==> src/rtl/uart_irq_pkg.sv <==
package uart_irq_pkg;

  typedef enum logic [3:0] {
    ID_MODEM = 4'h0,
    ID_NONE  = 4'h1,
    ID_TXE   = 4'h2,
    ID_RXD   = 4'h4,
    ID_LINE  = 4'h6,
    ID_TMO   = 4'hC
  } irq_id_e;

  localparam int EN_W = 4;

  // Receive threshold test: without FIFO one byte is enough
  function automatic logic rx_level_met(input logic fifo_on,
                                        input logic [15:0] cnt,
                                        input logic [15:0] trig);
    return !fifo_on || (cnt >= trig);
  endfunction

endpackage

==> src/rtl/uart_irq_enable_reg.sv <==
module uart_irq_enable_reg
  import uart_irq_pkg::*;
#(
  parameter int DATA_W = 8
) (
  input  logic              clk,
  input  logic              rst_n,
  input  logic              wr,
  input  logic [DATA_W-1:0] wdata,
  output logic [EN_W-1:0]   en_q,
  output logic [DATA_W-1:0] rdata
);
  always_ff @(posedge clk or negedge rst_n) begin
    if (!rst_n) en_q <= '0;
    else if (wr) en_q <= wdata[EN_W-1:0];
  end

  assign rdata = {{(DATA_W-EN_W){1'b0}}, en_q};

  AST_EN_STORE: assert property (@(posedge clk) disable iff (!rst_n)
    wr |=> (en_q == $past(wdata[EN_W-1:0])));
endmodule

==> src/rtl/uart_irq_thre_pend.sv <==
module uart_irq_thre_pend (
  input  logic clk,
  input  logic rst_n,
  input  logic thr_wr,
  input  logic tx_empty_evt,
  input  logic ier_wr,
  input  logic thr_empty,
  input  logic id_txe_read,
  output logic pend_q
);
  logic set_evt, clr_evt;

  assign set_evt = tx_empty_evt || (ier_wr && thr_empty);
  assign clr_evt = id_txe_read;

  always_ff @(posedge clk or negedge rst_n) begin
    if (!rst_n)       pend_q <= 1'b0;
    else if (thr_wr)  pend_q <= 1'b0;
    else if (set_evt) pend_q <= 1'b1;
    else if (clr_evt) pend_q <= 1'b0;
  end

  AST_PEND_THR_CLR: assert property (@(posedge clk) disable iff (!rst_n)
    thr_wr |=> !pend_q);
  AST_PEND_RD_CLR: assert property (@(posedge clk) disable iff (!rst_n)
    (id_txe_read && !tx_empty_evt && !ier_wr) |=> !pend_q);
  AST_PEND_SET: assert property (@(posedge clk) disable iff (!rst_n)
    ((tx_empty_evt || (ier_wr && thr_empty)) && !thr_wr) |=> pend_q);
endmodule

==> src/rtl/uart_irq_prio.sv <==
module uart_irq_prio
  import uart_irq_pkg::*;
#(
  parameter int CNT_W = 5
) (
  input  logic [EN_W-1:0]  en,
  input  logic [3:0]       line_err,
  input  logic             data_ready,
  input  logic             rx_timeout,
  input  logic             fifo_en,
  input  logic [CNT_W-1:0] rx_count,
  input  logic [CNT_W-1:0] rx_trigger,
  input  logic             txe_pend,
  input  logic [3:0]       msr_delta,
  output irq_id_e          id,
  output logic             active
);
  logic src_line, src_tmo, src_rxd, src_txe, src_modem;
  logic [15:0] cnt_w, trig_w;

  assign cnt_w  = 16'(rx_count);
  assign trig_w = 16'(rx_trigger);

  assign src_line  = en[2] && (|line_err);
  assign src_tmo   = en[0] && rx_timeout;
  assign src_rxd   = en[0] && data_ready && rx_level_met(fifo_en, cnt_w, trig_w);
  assign src_txe   = en[1] && txe_pend;
  assign src_modem = en[3] && (|msr_delta);

  always_comb begin
    if (src_line)       id = ID_LINE;
    else if (src_tmo)   id = ID_TMO;
    else if (src_rxd)   id = ID_RXD;
    else if (src_txe)   id = ID_TXE;
    else if (src_modem) id = ID_MODEM;
    else                id = ID_NONE;
  end

  assign active = src_line | src_tmo | src_rxd | src_txe | src_modem;

  always_comb begin
    AST_LINE_TOP: assert (!(en[2] && (|line_err)) || id == ID_LINE);
    AST_TMO_MASK: assert (en[0] || id != ID_TMO);
  end
endmodule

==> src/rtl/uart_irq_ident.sv <==
module uart_irq_ident
  import uart_irq_pkg::*;
#(
  parameter int CNT_W  = 5,
  parameter int DATA_W = 8
) (
  input  logic              clk,
  input  logic              rst_n,
  input  logic              ier_wr,
  input  logic [DATA_W-1:0] ier_wdata,
  input  logic              thr_wr,
  input  logic              iir_rd,
  input  logic              thr_empty,
  input  logic              tx_empty_evt,
  input  logic [3:0]        line_err,
  input  logic              data_ready,
  input  logic              rx_timeout,
  input  logic              fifo_en,
  input  logic [CNT_W-1:0]  rx_count,
  input  logic [CNT_W-1:0]  rx_trigger,
  input  logic [3:0]        msr_delta,
  output logic [DATA_W-1:0] ier_q,
  output logic [DATA_W-1:0] iir,
  output logic              irq
);
  logic [EN_W-1:0] en_bits;
  logic            pend;
  irq_id_e         cur_id;
  logic            any_src;
  logic            id_txe_read;

  uart_irq_enable_reg #(.DATA_W(DATA_W)) u_en (
    .clk(clk), .rst_n(rst_n), .wr(ier_wr), .wdata(ier_wdata),
    .en_q(en_bits), .rdata(ier_q)
  );

  assign id_txe_read = iir_rd && (cur_id == ID_TXE);

  uart_irq_thre_pend u_pend (
    .clk(clk), .rst_n(rst_n), .thr_wr(thr_wr), .tx_empty_evt(tx_empty_evt),
    .ier_wr(ier_wr), .thr_empty(thr_empty), .id_txe_read(id_txe_read),
    .pend_q(pend)
  );

  uart_irq_prio #(.CNT_W(CNT_W)) u_prio (
    .en(en_bits), .line_err(line_err), .data_ready(data_ready),
    .rx_timeout(rx_timeout), .fifo_en(fifo_en), .rx_count(rx_count),
    .rx_trigger(rx_trigger), .txe_pend(pend), .msr_delta(msr_delta),
    .id(cur_id), .active(any_src)
  );

  assign iir = {{2{fifo_en}}, {(DATA_W-6){1'b0}}, cur_id};
  assign irq = any_src;

  AST_IRQ_NIBBLE: assert property (@(posedge clk) disable iff (!rst_n)
    irq == (iir[3:0] != 4'h1));
  AST_FIFO_FLAGS: assert property (@(posedge clk) disable iff (!rst_n)
    (iir[7:6] == {2{fifo_en}}) && (iir[5:4] == 2'b00));
endmodule

==> config.mk <==
export PLATFORM = sky130hd
export DESIGN_NAME = uart_irq_ident
export DESIGN_NICKNAME = d
export VERILOG_FILES = /design/src/rtl/uart_irq_pkg.sv /design/src/rtl/uart_irq_enable_reg.sv /design/src/rtl/uart_irq_thre_pend.sv /design/src/rtl/uart_irq_prio.sv /design/src/rtl/uart_irq_ident.sv
export SDC_FILE = /design/constraint.sdc
export NUM_CORES = 1
export LEC_CHECK = 0
export BUFFER_PORTS_ARGS = -buffer_cell sky130_fd_sc_hd__buf_2
export CORE_MARGIN = 2
export CORE_UTILIZATION = 30
export DETAILED_ROUTE_END_ITERATION = 8
export PLACE_DENSITY = 0.72
export REMOVE_ABC_BUFFERS = 1
export SLEW_MARGIN = 10
export SYNTH_ARGS = -nofsm -noshare
export SYNTH_HDL_FRONTEND = slang
export SYNTH_SLANG_ARGS = --single-unit
==> constraint.sdc <==
create_clock -name clk -period 3.8 [get_ports clk]
set_clock_uncertainty 0.15 [all_clocks]
set_input_delay 0.76 -clock clk [delete_from_list [all_inputs] [get_ports clk]]
set_output_delay 0.76 -clock clk [all_outputs]
set_load 0.02 [all_outputs]
# ---- Yosys cells after proc, flatten, opt, wreduce, memory -nomap -nowiden
# Index checks and enable logic that the tools add are counted.
# W data, S select, Z words.
dict set report classes {
  add_sub_neg 0
  mul 0
  n_div 0
  order_cmp 1
  eq_ne 1
  shifts 0
  mux 8
  bitwise 4
  n_reduce_logical 14
}
# operator n
set op_table {}
lappend op_table {{$mux W4} 4}
lappend op_table {{$logic_and A1 B1 Y1} 8}
lappend op_table {{$reduce_or A4 Y1} 2}
lappend op_table {{$ge A5 B5 Y1} 1}
lappend op_table {{$eq A4 B2 Y1 const B} 1}
lappend op_table {{$mux W1} 4}
lappend op_table {{$or A1 B1 Y1} 4}
lappend op_table {{$reduce_bool A3 Y1} 1}
lappend op_table {{$logic_or A1 B1 Y1} 2}
lappend op_table {{$logic_not A1 Y1} 1}
dict set report totals {
  register_bits 5
  latch_bits 0
  ramBits 0
  mem_bits_ro 0
  input_bits 36
  mem_count 0
}

# ---- Longest topological paths before layout
# Gate-level depths: netlist of run 1.
dict set report logic_depth {
  word_depth 12
  ltp_mapped 6
}

# ---- Modules after synthesis
# Synthesis of run 1 repeated with hierarchy kept, for this count alone.
dict set report unflattened {
  cells_unflattened 59
  area_unflattened_um2 518.0
}
# module instances cells_per_inst area_per_inst_um2 seq_area_each_um2
set by_module_without_submodules {}
lappend by_module_without_submodules {uart_irq_enable_reg 1 17 209.0 100.1}
lappend by_module_without_submodules {uart_irq_prio 1 31 202.7 0.0}
lappend by_module_without_submodules {uart_irq_thre_pend 1 4 56.3 25.0}
lappend by_module_without_submodules {uart_irq_ident 1 7 50.0 0.0}

# ---- Worst setup path after synthesis of run 1
# Ideal clock, no wire load.
dict set report synth_path {
  path_type {input port to output port}
  startpoint {in rx_trigger[2]}
  endpoint {out iir[0]}
  arrival_ns 1.798
  path_slack_ns 1.092
  cell_stages 6
  n_path_buf 0
  path_cell_list {inv_1 -> ha_1 -> a21oi_1 -> o21ai_0 -> a21oi_2 -> and4_2}
}
dict set report synth_between {
  elab_chain_len 6
}
# element line
set synth_rtl {}
lappend synth_rtl {{start: declaration} uart_irq_ident.sv:20} ;# input logic [CNT_W-1:0] rx_trigger,
lappend synth_rtl {{$ge A5 B5 Y1} uart_irq_pkg.sv:18} ;# return !fifo_on || (cnt >= trig);
lappend synth_rtl {{$logic_or A1 B1 Y1} uart_irq_pkg.sv:18}
lappend synth_rtl {{$logic_and A1 B1 Y1} uart_irq_prio.sv:26} ;# assign src_rxd = en[0] && data_ready && rx_level_met(fifo_en, cnt_w, trig_w);
lappend synth_rtl {{$mux W4} uart_irq_prio.sv:33} ;# else if (src_rxd) id = ID_RXD;
lappend synth_rtl {{$mux W4} uart_irq_prio.sv:32} ;# else if (src_tmo) id = ID_TMO;
lappend synth_rtl {{$mux W4} uart_irq_prio.sv:31} ;# if (src_line) id = ID_LINE;
lappend synth_rtl {{end: declaration} uart_irq_ident.sv:23} ;# output logic [DATA_W-1:0] iir,
# No other way between the ends.

# ---- Worst setup path after layout of run 1
dict set report layout_path {
  startpoint {in rx_count[2]}
  endpoint {out iir[0]}
}
dict set report layout_between {
  elab_chain_len 6
}
# element line
set layout_rtl {}
lappend layout_rtl {{start: declaration} uart_irq_ident.sv:19} ;# input logic [CNT_W-1:0] rx_count,
lappend layout_rtl {{$ge A5 B5 Y1} uart_irq_pkg.sv:18}
lappend layout_rtl {{$logic_or A1 B1 Y1} uart_irq_pkg.sv:18}
lappend layout_rtl {{$logic_and A1 B1 Y1} uart_irq_prio.sv:26}
lappend layout_rtl {{$mux W4} uart_irq_prio.sv:33}
lappend layout_rtl {{$mux W4} uart_irq_prio.sv:32}
lappend layout_rtl {{$mux W4} uart_irq_prio.sv:31}
# No other way between the ends.

==> results of run 1 <==
[sequential cells by signal (all words and copies together) (netlist names)]
signal	flops
u_en.en_q	4
u_pend.pend_q	1
[stage by stage]
stage,area [µm²],hold slack [ps]
after global placement,672,359
after detailed placement,672,365
after CTS,698,168
after floorplan,442,314
final,698,176
after global routing,698,176
[metal layers]
| layer | up-vias | GRT usage [%] | part of all wire [%] |
|---|---|---|---|
| met2 | 19 | 22.4 | 55 |
| met1 | 232 | 11.3 | 36 |
| li1 | 255 | - | - |
| met4 | 0 | 5.45 | 0 |
| met3 | 0 | 2.86 | 8.8 |
| met5 | - | 0 | 0 |
[worst max-delay path, stage by stage]
cell and delay [ps]:
buf_2 100, ha_1 300, a21oi_1 120, o21ai_0 140, a21oi_2 240, and4_2 240
buf_2 160
[cells in the final DEF (no fill, tap or decap), types with 2 or more instances in the layout]
cell and n:
inv_1 6, mux2_2 4, dfrtp_1 5, buf_2 42, clkbuf_4 3, conb_1 6, a21oi_1 2, nand2_1 6
ha_1 5, nor2_1 2
[path summary, 6_finish.rpt]
| kind | from | end | slack (ps) | depth (start not counted) |
|---|---|---|---|---|
| max in group asynchronous | rst_n | u_en.en_q[0] | 3190 | 1 |
| min reg2reg | u_pend.pend_q | u_pend.pend_q | 370 | 2 |
| min in group clk | u_pend.pend_q | u_pend.pend_q | 370 | 2 |
| max | rx_count[2] | iir[0] | 840 | 7 |
| min | rst_n | u_pend.pend_q | 180 | 1 |
| max reg2reg | u_en.en_q[0] | u_pend.pend_q | 2510 | 4 |
[cell families (layout without fill, tap and decap cells)]
logic type               count (synthesis)  count (layout)  share of synthesized area [%]
AO/OA/AOI/OAI                           10              10                           19.7
adder cells (fa/ha/maj)                  5               5                           13.0
buffers and inverters                   14              52                           17.1
flip-flops                               5               5                           25.9
multiplexers                             4               4                           9.33
other                                    1               6                          0.776
AND/OR/NAND/NOR                         13              13                           14.3
[power groups by stage]
stage          Combinational, mW  Sequential [mW]  Clock, mW
2_1_floorplan             0.0410           0.0686          0
3_3_place_gp              0.0806           0.0640          0
3_5_place_dp              0.0826           0.0643          0
4_1_cts                   0.0830           0.0635     0.0642
5_1_grt                   0.0895           0.0643     0.0666
6_report                  0.0815           0.0634     0.0600
[cell type report]
type | count | area (µm²)
Fill cell | 157 | 808
Tap cell | 16 | 20.0
Multi-Input combinational cell | 38 | 294
Clock buffer | 4 | 26.3
Sequential cell | 5 | 125
Inverter | 6 | 22.5
Timing Repair Buffer | 42 | 210
==> results_dict.tcl, run 1 <==
set metrics [dict create \
    antenna_found_initial 0 \
    synth_sequential_area_ratio_pct 25.9 \
    seqPwrFrac_pct 31.0 \
    synth_edf_count 0 \
    area_growth_pct 44.6 \
    ys_warn_count 0 \
    async_reset_ff_share_pct 100 \
    synth_most_common_cell "buf_4" \
    p_comb_share_pct 39.8 \
    grt_max_degree 7 \
    die_y_um 44.1 \
    grt-ovfl-total 0 \
    yosys-top-cells-area "dfrtp_1 26%, ha_1 13%, buf_4 12%, mux2_2 9.3%, o41ai_4 5.7%" \
    wl_per_cell_um 10.2 \
    ys_ff_latch 5 \
    routed_wl_um 1130 \
    endpoint_kind "primary output" \
    initial_utilization_pct 32.1 \
    timing.setup.tns_ps 0 \
    synth_top_area_cell "dfrtp_1" \
    worstPathMaxFanout 4 \
    htree_levels 1 \
    p_sw_mw 0.0716 \
    synthDistinctLibCells 22 \
    hp-class "input port to async pin" \
    hold_buffers 0 \
    drt_iter0_drc 1 \
    status "completed" \
    io_pins 53 \
    ys.flop_type "dfrtp_1" \
    port_buffers 42 \
    cellInternalPower_mw 0.133 \
    vdd_drop_max_v 0.000157 \
    place.gp.congestion 0.616 \
    grt_pass1_wl_um 1700 \
    setup_ws_ps 842 \
    p_leak_nw 0.404 \
    cts-root-buf "clkbuf_4" \
    worstSkewPairLatency_ps 240 \
    core_um2 1510 \
    synth_area_um2 483 \
    ctsResizeCount 0 \
    synthTopCellsByCount "8 x buf_4, 6 x inv_1, 6 x nand2_1, 5 x dfrtp_1, 5 x ha_1" \
    slew_viol_final 0 \
    dpl.hpwl_um 1050 \
    fin_crit_ps 2960 \
    swShare_pct 35.0 \
    clk_pin_slew_ps 40 \
    cts_made_buffers 3 \
    antennaDiodeCount 0 \
    rsz0062_at_grt "false" \
    netlist.area_leader.share_pct 25.9 \
    power.density_nw_per_um2 293 \
    hold_viol 0 \
    drc 0 \
    finalCritPeriodShare_pct 77.8 \
    place_inst 107 \
    die-area_um2 1950 \
    dr.pass1.iters 3 \
    cts_setup_buffers 0 \
    grt_usage_pct 11.6 \
    final_net_count 137 \
    grt_pass1_vias 465 \
    rows 14 \
    syn_inst 52 \
    drive_above_1_share_pct 56.8 \
    crit_required_ps 2890 \
    vias 506 \
    pre_cts_ws_ps 817 \
    die_w_um 44.1 \
    finalSetupViolations 0 \
    avgSynthCellArea_um2 9.29 \
    worstSetupStartpointType "input port" \
    final_util_pct 46.3 \
    arrival_ps 2050 \
    power_mw 0.205 \
    crit_type "input port to primary output" \
    maxCapViolCount 0 \
    tritoncts "done" \
    vias_per_cell 4.56 \
    cts_buffer_depth 2 \
    max_freq_mhz 338 \
    antenna_left 0 \
    share_clk_of_total_power_pct 29.3 \
    cts.sinks 5 \
    fin_cells 111 \
]
Note: power is estimated with default switching activity, not from simulation.
==> run 2, diff against run 1 <==
- clock period: 3.8 -> 2.8 ns (I/O delays scaled with it)
==> results_dict.tcl, run 2 (synthesis results as in run 1) <==
set metrics [dict create \
    status "completed" \
    cts-root-buf "clkbuf_4" \
    seqPwrFrac_pct 30.9 \
    top_regs "u_en.en_q (4), u_pend.pend_q (1)" \
    fin_area_um2 708 \
    reg2reg_slack_ps 1490 \
    share_clk_of_total_power_pct 29.1 \
    drt_iter0_drc 0 \
    endpoint_kind "primary output" \
    slew_viol_final 0 \
    port_buffers 42 \
    die-area_um2 1950 \
    grt_pass1_wl_um 1900 \
    place.gp.congestion 0.614 \
    vdd_drop_max_v 0.000210 \
    rsz0062_at_grt "false" \
    drive_above_1_share_pct 56.3 \
    arrival_ps 1860 \
    p_comb_share_pct 40.0 \
    worstSetupStartpointType "input port" \
    fin_crit_ps 2570 \
    power.density_nw_per_um2 393 \
    regMostFlops "u_en.en_q" \
    vias_per_cell 4.62 \
    area_growth_pct 46.6 \
    cts_buffer_depth 2 \
    nFillCells 159 \
    initial_utilization_pct 32.1 \
    antenna_found_initial 0 \
    finalCritPeriodShare_pct 91.6 \
    io_pins 53 \
    worstHoldPathCells 2 \
    cellInternalPower_mw 0.182 \
    cts_made_buffers 3 \
    maxCapViolCount 0 \
    grt_max_degree 7 \
    core_um2 1510 \
    dr.pass1.iters 1 \
    reg2reg_depth 4 \
    largest_reg_flops 4 \
    worstSkewPairLatency_ps 230 \
    wl_per_cell_um 9.91 \
    crit_type "input port to primary output" \
    ff_latch_area_um2 125 \
    grt_usage_pct 12.7 \
    p_leak_nw 0.408 \
    place_area_um2 672 \
    pre_cts_ws_ps 215 \
    tritoncts "done" \
    hp-class "input port to register" \
    swShare_pct 34.7 \
    setup_ws_ps 235 \
    antennaDiodeCount 0 \
    die_y_um 44.1 \
    antenna_left 0 \
    final_common_cell "buf_2" \
    multi_input_area_um2 294 \
    cts.sinks 5 \
    p_sw_mw 0.0967 \
    finalSetupViolations 0 \
    final_net_count 138 \
    clk_pin_slew_ps 40 \
    grt_pass1_vias 501 \
    final_cell_mix "42 x buf_2, 6 x inv_1, 6 x nand2_1, 6 x conb_1" \
    cts_setup_buffers 0 \
    worstPathMaxFanout 4 \
    htree_levels 1 \
    dpl.hpwl_um 1040 \
    grt-ovfl-total 0 \
    drc 0 \
    max_freq_mhz 390 \
    crit_required_ps 2090 \
    rows 14 \
    vias 517 \
    timing.setup.tns_ps 0 \
    die_w_um 44.1 \
    routed_wl_um 1110 \
    hold_viol 0 \
]
==> run 2: path summary, 6_finish.rpt <==
| path | startpoint | endpoint |
|---|---|---|
| max | rx_trigger[2] | iir[0] |
| min | thr_wr | u_pend.pend_q |
| max reg2reg | u_en.en_q[0] | u_pend.pend_q |
| min reg2reg | u_pend.pend_q | u_pend.pend_q |
| max in group asynchronous | rst_n | u_en.en_q[3] |
| min in group asynchronous | rst_n | u_en.en_q[1] |
==> run 2: through the flow <==
step                instances  util (%)  total power, mW  hold WS (ps)
floorplan                  49         -            0.149           114
global placement          107      44.6            0.196           227
detailed placement        107      44.6            0.199           228
CTS                       112      47.0            0.284           323
global route              112      47.0            0.301           323
finish                    112      47.0            0.278           330
==> run 2: cell type report <==
type,instances,share of cell area (%)
clock buffers,4,3.71
flip-flops and latches,5,17.7
multi-input cells,38,41.5
well taps,16,2.83
repair buffers,43,31.1
inverters,6,3.18
==> run 2: power by group through the flow <==
stage | registers, mW | logic, mW | clock network, mW
after global placement | 0.0869 | 0.109 | 0
after global routing | 0.0876 | 0.124 | 0.0890
after detailed placement | 0.0874 | 0.112 | 0
after floorplan | 0.0932 | 0.0556 | 0
after CTS | 0.0863 | 0.113 | 0.0851
final | 0.0861 | 0.111 | 0.0810
==> run 2: per-layer routing <==
layer | vias to the layer above | global-route usage (%) | part of all wire (%)
met5 | - | 0 | 0
met4 | 0 | 3.64 | 0
met3 | 0 | 2.45 | 9.0
met2 | 19 | 25.3 | 55
met1 | 239 | 13.1 | 36
li1 | 259 | - | -
==> run 2: timing repair <==
item,in CTS,in global routing
setup endpoints to repair,0,0
gates resized for setup,0,0
hold buffers,1,0
hold endpoints to repair,5,0
==> run 2: critical path, cell delays in order <==
cell and delay [ps]:
buf_2 80, inv_1 40, ha_1 280, a21oi_1 120, o21ai_0 140, a21oi_2 240, and4_2 240, buf_2 160
==> run 3, diff against run 2 <==
- clock period: 2.8 -> 3.3 ns (I/O delays scaled with it)
==> results_dict.tcl, run 3 (synthesis results as in run 1) <==
set metrics [dict create \
    status "completed" \
    io_pins 53 \
    worstSetupStartpointType "input port" \
    vias_per_cell 4.52 \
    endpoint_kind "primary output" \
    max_freq_mhz 360 \
    crit_required_ps 2490 \
    grt_usage_pct 12.8 \
    wl_per_cell_um 10.0 \
    grt_pass1_wl_um 1860 \
    grt-ovfl-total 0 \
    cts_setup_buffers 0 \
    hp-class "input port to async pin" \
    die-area_um2 1950 \
    worstSkewPairLatency_ps 240 \
    drive_above_1_share_pct 56.8 \
    grt_pass1_vias 483 \
    dr.pass1.iters 2 \
    finalSetupViolations 0 \
    dpl.hpwl_um 1010 \
    die_w_um 44.1 \
    timing.setup.tns_ps 0 \
    hold_slack_ps 75.1 \
    pre_cts_ws_ps 501 \
    p_leak_nw 0.404 \
    drc 0 \
    grt_max_degree 7 \
    cts_buffer_depth 2 \
    maxCapViolCount 0 \
    ctsResizeCount 0 \
    die_y_um 44.1 \
    vias 502 \
    final_util_pct 46.3 \
    final_net_count 137 \
    tritoncts "done" \
    core_um2 1510 \
    final_common_cell "buf_2" \
    arrival_ps 1970 \
    worstPathMaxFanout 4 \
    clk_pin_slew_ps 40 \
    fin_area_um2 698 \
    setup_ws_ps 519 \
    initial_utilization_pct 32.1 \
    final_cell_mix "42 x buf_2, 6 x inv_1, 6 x nand2_1, 6 x conb_1" \
    antenna_left 0 \
    crit_type "input port to primary output" \
    top_regs "u_en.en_q (4), u_pend.pend_q (1)" \
    slew_viol_final 0 \
    cts-root-buf "clkbuf_4" \
    vdd_drop_max_v 0.000160 \
    antennaDiodeCount 0 \
    antenna_found_initial 0 \
    hold_viol 0 \
    drt_iter0_drc 1 \
    port_buffers 42 \
    rsz0062_at_grt "false" \
    finalCritPeriodShare_pct 84.3 \
    area_growth_pct 44.6 \
    fin_crit_ps 2780 \
    routed_wl_um 1110 \
    largest_reg_flops 4 \
    htree_levels 1 \
    cts.sinks 5 \
    rows 14 \
    power.density_nw_per_um2 338 \
    place.gp.congestion 0.615 \
    regMostFlops "u_en.en_q" \
    cts_made_buffers 3 \
    hold_buffers 0 \
    place_area_um2 672 \
]
==> run 3: cell types whose count changed in the layout (fill, tap and decap cells not counted) <==
cell,previous run,this run
dlygate4sd3_1,1,0
==> run 3: stage by stage <==
stage                     power (mW)  cells
after floorplan                0.126     49
final                          0.236    111
after global placement         0.167    107
after CTS                      0.243    111
after detailed placement       0.169    107
after global routing           0.255    111
==> run 3: worst paths after layout <==
path	from	to	slack, ps	cells past startpoint
hold reg to reg	u_pend.pend_q	u_pend.pend_q	370	2
min in group clk	u_pend.pend_q	u_pend.pend_q	370	2
setup reg to reg	u_en.en_q[0]	u_pend.pend_q	1990	4
max in group asynchronous	rst_n	u_en.en_q[3]	2800	1
setup / recovery	rx_count[2]	iir[0]	520	7
hold / removal	rst_n	u_pend.pend_q	80	1
==> run 3: metal layers <==
layer | global-route usage, % | up-vias | share of wire (%) | routed length (µm)
met2 | 24.1 | 19 | 55 | 607
met5 | 0 | - | 0 | 0
met3 | 3.27 | 0 | 9.5 | 106
li1 | - | 259 | - | -
met1 | 13.1 | 224 | 36 | 398
met4 | 5.45 | 0 | 0 | 0
==> run 3: area by class of cell <==
class,instances,area [µm²]
Inverter,6,22.5
Tap cell,16,20.0
Multi-Input combinational cell,38,294
Clock buffer,4,26.3
Timing Repair Buffer,42,210
Sequential cell,5,125
Fill cell,160,808
==> run 3: report_power, final <==
part           total [mW]  internal, mW  leakage, nW  switching (mW)
sequential         0.0731        0.0675       0.0591         0.00558
clock              0.0696        0.0456       0.0150          0.0240
combinational      0.0933        0.0402        0.330          0.0531
total               0.236         0.153        0.404          0.0827
==> run 3: critical path: stages <==
cell and delay [ps]:
buf_2 100, ha_1 300, a21oi_1 120, o21ai_0 140, a21oi_2 250, and4_2 240
buf_2 160
